File: config.mk
export PLATFORM = sky130hd
export DESIGN_NAME = bpf_lag2_section
export DESIGN_NICKNAME = d
export VERILOG_FILES = /design/src/rtl/bpf_pkg.sv /design/src/rtl/bpf_tap_line.sv /design/src/rtl/bpf_fb_scale.sv /design/src/rtl/bpf_saturate.sv /design/src/rtl/bpf_lag2_section.sv
export SDC_FILE = /design/constraint.sdc
export NUM_CORES = 1
export LEC_CHECK = 0
export CORE_ASPECT_RATIO = 1.5
export CORE_MARGIN = 2
export CORE_UTILIZATION = 55
export DETAILED_ROUTE_END_ITERATION = 7
export GPL_TIMING_DRIVEN = 0
export PLACE_DENSITY = 0.74
export SYNTH_ARGS = -nofsm -noshare
export SYNTH_HDL_FRONTEND = slang
export SYNTH_SLANG_ARGS = --single-unit
File: constraint.sdc
create_clock -name clk -period 4.8 [get_ports clk]
set_clock_uncertainty 0.2 [all_clocks]
set_input_delay 1.2 -clock clk [delete_from_list [all_inputs] [get_ports clk]]
set_output_delay 1.2 -clock clk [all_outputs]
set_load 0.005 [all_outputs]
File: src/rtl/bpf_pkg.sv
// Package: constants shared by the lag-two bandpass section.
// Assumes: the recurrence is fixed, so the shift and rounding offset are constants.
package bpf_pkg;
    // Feedback scale is 1/4, taken as an arithmetic right shift.
    localparam int unsigned FB_SHIFT = 2;
    // Half of the shift step, added before the shift for round-to-nearest.
    localparam int unsigned FB_ROUND = 2;
    // Fewest guard bits that keep x - x2 - y2/4 from wrapping.
    localparam int unsigned MIN_GUARD = 2;

    // Which way the saturator clamped a sum.
    typedef enum logic [1:0] {
        SAT_NONE = 2'd0,
        SAT_HI   = 2'd1,
        SAT_LO   = 2'd2
    } sat_e;
endpackage

File: src/rtl/bpf_tap_line.sv
// Module: a delay line of DEPTH registers, W bits each, that moves only when en is set.
// Assumes: reset is synchronous and active low; only the oldest stage leaves the module.
module bpf_tap_line #(
    parameter int unsigned W     = 16,
    parameter int unsigned DEPTH = 2
) (
    input  logic         clk,
    input  logic         rst_n,
    input  logic         en,
    input  logic [W-1:0] d,
    output logic [W-1:0] q
);
    logic [W-1:0] stage [DEPTH];

    genvar i;
    generate
        for (i = 0; i < DEPTH; i++) begin : g_stage
            if (i == 0) begin : g_head
                // Load the newest value into the first stage.
                always_ff @(posedge clk) begin
                    if (!rst_n)  stage[0] <= '0;
                    else if (en) stage[0] <= d;
                end
            end else begin : g_body
                // Move each older value one stage along.
                always_ff @(posedge clk) begin
                    if (!rst_n)  stage[i] <= '0;
                    else if (en) stage[i] <= stage[i-1];
                end
            end
        end
    endgenerate

    assign q = stage[DEPTH-1];
endmodule

File: src/rtl/bpf_fb_scale.sv
// Module: scales a past output by 1/4 with round to nearest (ties toward positive).
// Assumes: ACC_W >= Y_W + 1, so the rounding add and the sign extension fit.
module bpf_fb_scale
    import bpf_pkg::*;
#(
    parameter int unsigned Y_W   = 16,
    parameter int unsigned ACC_W = 18
) (
    input  logic [Y_W-1:0]   y_past,
    output logic [ACC_W-1:0] fb
);
    logic signed [Y_W:0] y_wide;
    logic signed [Y_W:0] y_biased;
    logic signed [Y_W:0] y_shift;

    // Widen by one bit, add the half step, then shift arithmetically.
    always_comb begin
        y_wide   = (Y_W+1)'(signed'(y_past));
        y_biased = y_wide + (Y_W+1)'(FB_ROUND);
        y_shift  = y_biased >>> FB_SHIFT;
        fb       = ACC_W'(y_shift);
    end
endmodule

File: src/rtl/bpf_saturate.sv
// Module: clamps a signed accumulator to the signed output range.
// Assumes: ACC_W > OUT_W; the input is two's complement.
module bpf_saturate
    import bpf_pkg::*;
#(
    parameter int unsigned ACC_W = 18,
    parameter int unsigned OUT_W = 16
) (
    input  logic [ACC_W-1:0] acc,
    output logic [OUT_W-1:0] y
);
    localparam logic signed [ACC_W-1:0] MAXV = (ACC_W'(1) <<< (OUT_W-1)) - ACC_W'(1);
    localparam logic signed [ACC_W-1:0] MINV = -MAXV - ACC_W'(1);

    logic signed [ACC_W-1:0] acc_s;
    sat_e                    kind;

    // Compare against both limits and pick the clamp direction.
    always_comb begin
        acc_s = signed'(acc);
        if (acc_s > MAXV)      kind = SAT_HI;
        else if (acc_s < MINV) kind = SAT_LO;
        else                   kind = SAT_NONE;
    end

    // Select the clamped code or the in-range low bits.
    always_comb begin
        case (kind)
            SAT_HI:  y = {1'b0, {(OUT_W-1){1'b1}}};
            SAT_LO:  y = {1'b1, {(OUT_W-1){1'b0}}};
            default: y = acc[OUT_W-1:0];
        endcase
    end
endmodule

File: src/rtl/bpf_lag2_section.sv
// Module: streaming bandpass section, y = x - x(n-2) - round(y(n-2)/4), saturated.
// Assumes: one sample per clock at most; the result is registered, so the feedback
// path always passes through a register; state moves only on in_valid.
module bpf_lag2_section
    import bpf_pkg::*;
#(
    parameter int unsigned IN_W  = 16,
    parameter int unsigned OUT_W = 16,
    parameter int unsigned GUARD = 2
) (
    input  logic             clk,
    input  logic             rst_n,
    input  logic             in_valid,
    input  logic [IN_W-1:0]  in_data,
    output logic             out_valid,
    output logic [OUT_W-1:0] out_data
);
    localparam int unsigned BASE_W = (IN_W > OUT_W) ? IN_W : OUT_W;
    localparam int unsigned G_USE  = (GUARD < MIN_GUARD) ? MIN_GUARD : GUARD;
    localparam int unsigned ACC_W  = BASE_W + G_USE;
    localparam int unsigned LAG    = 2;

    logic [IN_W-1:0]         x_lag;
    logic [OUT_W-1:0]        y_lag;
    logic [OUT_W-1:0]        y_new;
    logic [ACC_W-1:0]        fb;
    logic signed [ACC_W-1:0] acc;

    bpf_tap_line #(.W(IN_W), .DEPTH(LAG)) u_xline (
        .clk(clk), .rst_n(rst_n), .en(in_valid), .d(in_data), .q(x_lag)
    );

    bpf_tap_line #(.W(OUT_W), .DEPTH(LAG)) u_yline (
        .clk(clk), .rst_n(rst_n), .en(in_valid), .d(y_new), .q(y_lag)
    );

    bpf_fb_scale #(.Y_W(OUT_W), .ACC_W(ACC_W)) u_fb (
        .y_past(y_lag), .fb(fb)
    );

    // Form the wide difference with guard bits so that it cannot wrap.
    always_comb begin
        acc = ACC_W'(signed'(in_data)) - ACC_W'(signed'(x_lag)) - signed'(fb);
    end

    bpf_saturate #(.ACC_W(ACC_W), .OUT_W(OUT_W)) u_sat (
        .acc(acc), .y(y_new)
    );

    // Register the result strobe; it follows in_valid by one clock.
    always_ff @(posedge clk) begin
        if (!rst_n) out_valid <= 1'b0;
        else        out_valid <= in_valid;
    end

    // Register the result data and hold it on idle clocks.
    always_ff @(posedge clk) begin
        if (!rst_n)        out_data <= '0;
        else if (in_valid) out_data <= y_new;
    end
endmodule

==> results of run 1 <==
[routing by layer]
metal	GRT usage (%)	vias to the layer above	part of all wire (%)
li1	-	1564	-
met1	29.14	1465	43
met2	39.66	66	49
met3	2.747	23	3.4
met4	13.68	0	4.2
met5	0	-	0
[logic make-up (layout without fill, tap and decap cells)]
family                     after synthesis  count (layout)  synth area share (%)
AOI/OAI and AO/OA                       79              79                 12.18
adders and majority gates               36              36                 12.59
xor gates and xnor gates                26              26                 5.025
and+or+nand+nor                        133             133                 14.85
muxes                                    1               1                0.2209
buffers and inverters                   70             122                 6.543
DFF                                     79              79                 48.59
[flip-flops by register name (all words and copies together) (netlist names)]
name and cells:
out_data 16, out_valid 1, u_xline.stage 32, u_yline.stage 30
[final timing paths]
path	end	cells after the start	slack [ns]	from
setup reg to reg	u_yline.stage[0][11]$_SDFFCE_PN0P_	21	0.34	u_yline.stage[1][3]$_SDFFCE_PN0P_
setup / recovery	u_yline.stage[0][2]$_SDFFCE_PN0P_	14	0.23	in_data[0]
hold reg to reg	out_data[5]$_SDFFE_PN0P_	2	0.28	out_data[5]$_SDFFE_PN0P_
hold / removal	out_data[5]$_SDFFE_PN0P_	2	0.28	out_data[5]$_SDFFE_PN0P_
[stage by stage]
stage,util [%],setup slack [ns]
5_1_grt,67.81,0.003089
6_report,67.81,0.2294
4_1_cts,67.64,0.1309
3_3_place_gp,62.48,-0.1735
3_5_place_dp,62.73,-0.1787
2_1_floorplan,-,0.7517
[timing repair]
item,in CTS,in global routing
gates resized for setup,0,3
buffers inserted,0,1
setup endpoints to repair,0,6
[placed cells by master, fill, tap and decap left out, types with 14 or more instances in the layout]
cell | netlist | routed
edfxtp_1 | 62 | 62
and3_1 | 35 | 35
fa_1 | 16 | 16
o21ai_0 | 20 | 19
ha_1 | 20 | 20
inv_1 | 50 | 49
xnor2_1 | 16 | 16
nor2_1 | 28 | 27
clkdlybuf4s50_1 | 0 | 34
nand2_1 | 35 | 35
a21oi_1 | 15 | 14
dfxtp_1 | 17 | 17
[area by class of cell]
| type | count | area share [%] |
|---|---|---|
| clock inverter | 7 | 3.088 |
| multi-input combinational | 275 | 37.56 |
| sequential | 79 | 40.55 |
| tap | 105 | 2.419 |
| buffer | 20 | 2.005 |
| inverter | 50 | 3.456 |
| clock buffer | 9 | 4.147 |
| timing repair buffer | 36 | 6.774 |
[critical path: stages]
cell	delay (ns)
clkdlybuf4s50_1	0.46
inv_1	0.07
fa_1	0.57
ha_1	0.20
nor2_1	0.07
fa_1	0.42
nor2b_4	0.18
o31a_1	0.22
o211ai_2	0.17
a21oi_2	0.20
o21ai_0	0.13
nand3_1	0.13
buf_2	0.29
o31ai_1	0.14
[power by group]
part | total [mW] | internal [mW] | switching, mW
combinational | 0.870 | 0.390 | 0.480
sequential | 0.944 | 0.887 | 0.0577
clock | 0.896 | 0.616 | 0.280
total | 2.71 | 1.89 | 0.817
==> out/qor.csv, run 1 <==
stage,metric,value,unit
sta,setup_tns,0,ns
synth,synth_top_area_share,41.08,%
critical_path,cp.required,4.68,ns
sta,fin_crit,4.571,ns
clocking,clkSinkCount,79,
clocking,htree_levels,3,
detailed_routing,num_vias,3118,
floorplanning,core,8008,µm²
global_routing,grt_start_max_net_pins,46,
clocking,clk_path_buf_depth,2,
synth,synth_area_leaders,"edfxtp_1 41%, dfxtp_1 7.5%, fa_1 7.1%",
clocking,cts_hold_buf,0,
power_and_ir_drop,power_density,499.1,nW/µm²
global_routing,grt_use_total,23.48,%
synth,syn_inst,424,
critical_path,cp-end-kind,flop,
synth,syn_nets,479,
synth,dominantRegCellSynth,edfxtp_1,
run,drv_cap,0,
synth,synth.largest_area_cell,edfxtp_1,
sta,drv_slew,0,
floorplanning,ioPinCount,36,
final_layout,regArea,2202,µm²
sta,tightest_slew,0.6696,ns
critical_path,path_class,in -> reg,
global_routing,grt_pass1_vias,3203,
synth,synth_edf_count,62,
placement,place_hpwl,7109,µm
sta,relSlewSlack,55.36,%
clocking,cts_root_buf,clkbuf_16,
detailed_routing,drcViolationCount,0,
synth,ys_ff_latch,79,
floorplanning,start_util,56.59,%
clocking,cts_tree,done,
final_layout,diodes,0,
clocking,numCtsBuffers,9,
global_routing,overflow,0,
synth,post_synth.cell_area_avg,10.69,µm²
synth,synth.most_common_cell,edfxtp_1,
detailed_routing,wl_per_cell,16.68,µm
power_and_ir_drop,vdd_drop_max,0.3386,mV
critical_path,worstPathArrival,4.45,ns
detailed_routing,detail_route.vias_per_cell,5.367,
clocking,path_clk_slew,0.06,ns
synth,seq_area_frac_synth,48.59,%
critical_path,worstSetupStartpointType,primary input,
final_layout,multi_input_area,2039,µm²
sta,timing.fmax,218.8,MHz
synth,synthTopCellsByCount,"62 x edfxtp_1, 50 x inv_1, 35 x and3_1, 35 x nand2_1, 28 x nor2_1",
critical_path,cp_max_fo,10,
detailed_routing,wirelength,9689,µm
synth,async_flop_share,0,%
status,status,"finished, final reports clean",
final_layout,fill_cells,641,
worst_hold_path,hold_class,reg -> reg,
floorplanning,fp.dieW,78.12,µm
clocking,worstSkewPairLatency,0.34,ns
placement,place_congestion,0.9368,
floorplanning,die_area,8997,µm²
final_layout,nNetsFinal,526,
synth,ys.warnings.count,0,
global_routing,grt_pass1_wl,15790,µm
floorplanning,core.rowCount,40,
final_layout,area_growth,19.82,%
synth,yosysUniqueCellTypes,42,
synth,synth_area,4532,µm²
final_layout,stdcell_count,581,
floorplanning,die_h,115.2,µm
placement,placed_cell_area,5024,µm²
power_and_ir_drop,p_total,2.710,mW
sta,rsz0062_at_grt,no,
detailed_routing,first_iter_violations,90,
placement,io_buffer_count,34,
sta,whs,0.2806,ns
global_routing,antenna_found_initial,0,
power_and_ir_drop,p_leak,2.341,nW
sta,fin_crit_sh,95.22,%
final_layout,drive_gt1_share,9.874,%
detailed_routing,dr.pass1.iters,4,
placement,place_inst,564,
detailed_routing,ant_nets,0,
sta,hold_violations,0,
sta,finalSetupViolations,0,
final_layout,design_area,5430,µm²
Power figures use the tool's default switching activity.
==> run 2: changes to the inputs <==
SLEW_MARGIN = 15   (was default)
==> out/qor.csv, run 2 (synthesis results as in run 1) <==
stage,metric,value,unit,change
sta,hold_violations,0,,unchanged
clocking,path_clk_slew,0.06,ns,about the same
critical_path,path_cells,"clkdlybuf4s50_1, inv_1, fa_1, ha_1, nor2_1, fa_1, nor2b_4, o31a_1, o211ai_2, a21oi_1, o21ai_0, nand3_1, buf_2, o31ai_1",,
detailed_routing,dr.pass1.iters,4,,unchanged
critical_path,worst-path-buf-inv,3,,unchanged
floorplanning,core.rowCount,40,,unchanged
final_layout,reg_top3,"u_xline.stage x32, u_yline.stage x30, out_data x16",,
sta,rsz0062_at_grt,no,,
final_layout,largest_reg_flops,32,,unchanged
floorplanning,fp.dieW,78.12,µm,unchanged
placement,place_congestion,0.9368,,unchanged
global_routing,grt_start_max_net_pins,63,,+37%
detailed_routing,wl_per_cell,16.43,µm,-1.5%
placement,place_inst,563,,-0.18%
critical_path,cp-end-kind,flop,,
power_and_ir_drop,vdd_drop_max,0.3274,mV,-3.3%
floorplanning,core,8008,µm²,unchanged
worst_hold_path,hold_start,out_data[0]$_SDFFE_PN0P_,,
critical_path,slowest_stage,fa_1,,
worst_hold_path,hold_class,reg -> reg,,
sta,tightest_slew,0.7715,ns,+0.1020 ns
final_layout,nNetsFinal,525,,-0.19%
clocking,numCtsBuffers,9,,unchanged
placement,io_buffer_count,34,,unchanged
detailed_routing,num_vias,3151,,+1.1%
critical_path,r2r-start,u_yline.stage[1][4]$_SDFFCE_PN0P_,,
detailed_routing,drcViolationCount,0,,unchanged
clocking,clk_path_buf_depth,2,,unchanged
clocking,cts_hold_buf,0,,unchanged
final_layout,drive_gt1_share,9.895,%,+0.021 points
critical_path,critPathMaxStageDelay,0.57,ns,about the same
placement,place_hpwl,7006,µm,-1.4%
status,status,"finished, final reports clean",,
detailed_routing,first_iter_violations,157,,+74%
detailed_routing,wirelength,9531,µm,-1.6%
critical_path,worstPathArrival,4.43,ns,-0.02 ns
global_routing,grt_pass1_vias,3178,,-0.78%
clocking,worstSkewPairLatency,0.33,ns,about the same
sta,whs,0.2793,ns,-0.001267 ns
floorplanning,start_util,56.59,%,unchanged
floorplanning,ioPinCount,36,,unchanged
floorplanning,die_h,115.2,µm,unchanged
sta,fin_crit_sh,95.00,%,-0.22 points
detailed_routing,ant_nets,0,,unchanged
critical_path,crit_start,in_data[0],,
final_layout,diodes,0,,unchanged
final_layout,largest-register,u_xline.stage,,
clocking,cts_root_buf,clkbuf_16,,
clocking,clkSinkCount,79,,unchanged
critical_path,path_class,in -> reg,,
final_layout,area_growth,19.55,%,
final_layout,stdcell_count,580,,-0.17%
global_routing,grt_use_total,22.97,%,-0.51 points
clocking,cts_tree,done,,
power_and_ir_drop,p_leak,2.331,nW,-0.44%
sta,finalSetupViolations,0,,unchanged
power_and_ir_drop,p_total,2.694,mW,-0.58%
detailed_routing,detail_route.vias_per_cell,5.433,,+1.2%
final_layout,mostFrequentLayoutCell,edfxtp_1,,
critical_path,critPathTopFamily,adder cells,,
critical_path,worstSetupStartpointType,primary input,,
global_routing,overflow,0,,unchanged
sta,relSlewSlack,48.57,%,-6.8 points
floorplanning,die_area,8997,µm²,unchanged
global_routing,grt_pass1_wl,15570,µm,-1.4%
global_routing,antenna_found_initial,0,,unchanged
final_layout,layout_common_cells,"62 x edfxtp_1, 49 x inv_1, 35 x nand2_1",,
critical_path,cp.required,4.67,ns,about the same
power_and_ir_drop,power_density,497.3,nW/µm²,-0.35%
critical_path,cp_common_cell,fa_1,,
critical_path,cp_max_fo,10,,unchanged
sta,fin_crit,4.560,ns,-0.01062 ns
sta,timing.fmax,219.3,MHz,+0.23%
clocking,htree_levels,3,,unchanged
sta,drv_slew,0,,unchanged
run,drv_cap,0,,unchanged
## run 2: power breakdown
part | internal [mW] | total (mW) | switching, mW
Sequential | 0.887 | 0.945 | 0.0581
Clock | 0.616 | 0.891 | 0.275
Combinational | 0.385 | 0.858 | 0.473
Total | 1.89 | 2.69 | 0.807
## run 2: worst register-to-register path: cells and delay by family (launching register included)
kind | cells | cell delay (ns)
compound gates | 6 | 1.02
xor+xnor | 1 | 0.20
fa+ha+maj | 2 | 0.66
buf+inv | 3 | 0.54
flops | 1 | 0.40
simple gates | 7 | 1.18
## run 2: repair_timing
item | in CTS | in global routing
setup endpoints to repair | 0 | 25
gates resized for setup | 0 | 3
setup buffers | 0 | 1
## run 2: metrics by stage
stage | instance area (µm²) | TNS (ns) | setup slack [ns] | utilization (%)
floorplan | 4532 | 0 | 0.7517 | -
global placement | 5004 | -10.50 | -0.1735 | 62.48
detailed placement | 5006 | -0.4004 | -0.07206 | 62.52
CTS | 5399 | 0 | 0.2134 | 67.42
global route | 5418 | 0 | 0.02874 | 67.66
finish | 5418 | 0 | 0.2401 | 67.66
## run 2: final timing paths
path | endpoint | slack [ns] | cells after the start
min | out_data[0]$_SDFFE_PN0P_ | 0.28 | 2
min reg2reg | out_data[0]$_SDFFE_PN0P_ | 0.28 | 2
max | u_yline.stage[0][2]$_SDFFCE_PN0P_ | 0.24 | 14
max reg2reg | u_yline.stage[0][2]$_SDFFCE_PN0P_ | 0.35 | 19
## run 2: cell type report
class / count / area [µm²]
buffer: 20 / 108.9
clock buffer: 9 / 225.2
clock inverter: 7 / 167.7
fill: 634 / 2590
inverter: 50 / 190.2
multi-input combinational: 275 / 2044
sequential: 79 / 2202
tap: 105 / 131.4
timing repair buffer: 35 / 347.8
## run 2: routing by layer
layer | track usage, % | up-vias | wire length [µm]
met3 | 2.669 | 20 | 362
met2 | 38.79 | 70 | 4824
met4 | 11.46 | 0 | 279
met1 | 29.38 | 1491 | 4065
li1 | - | 1570 | -
met5 | 0 | - | 0
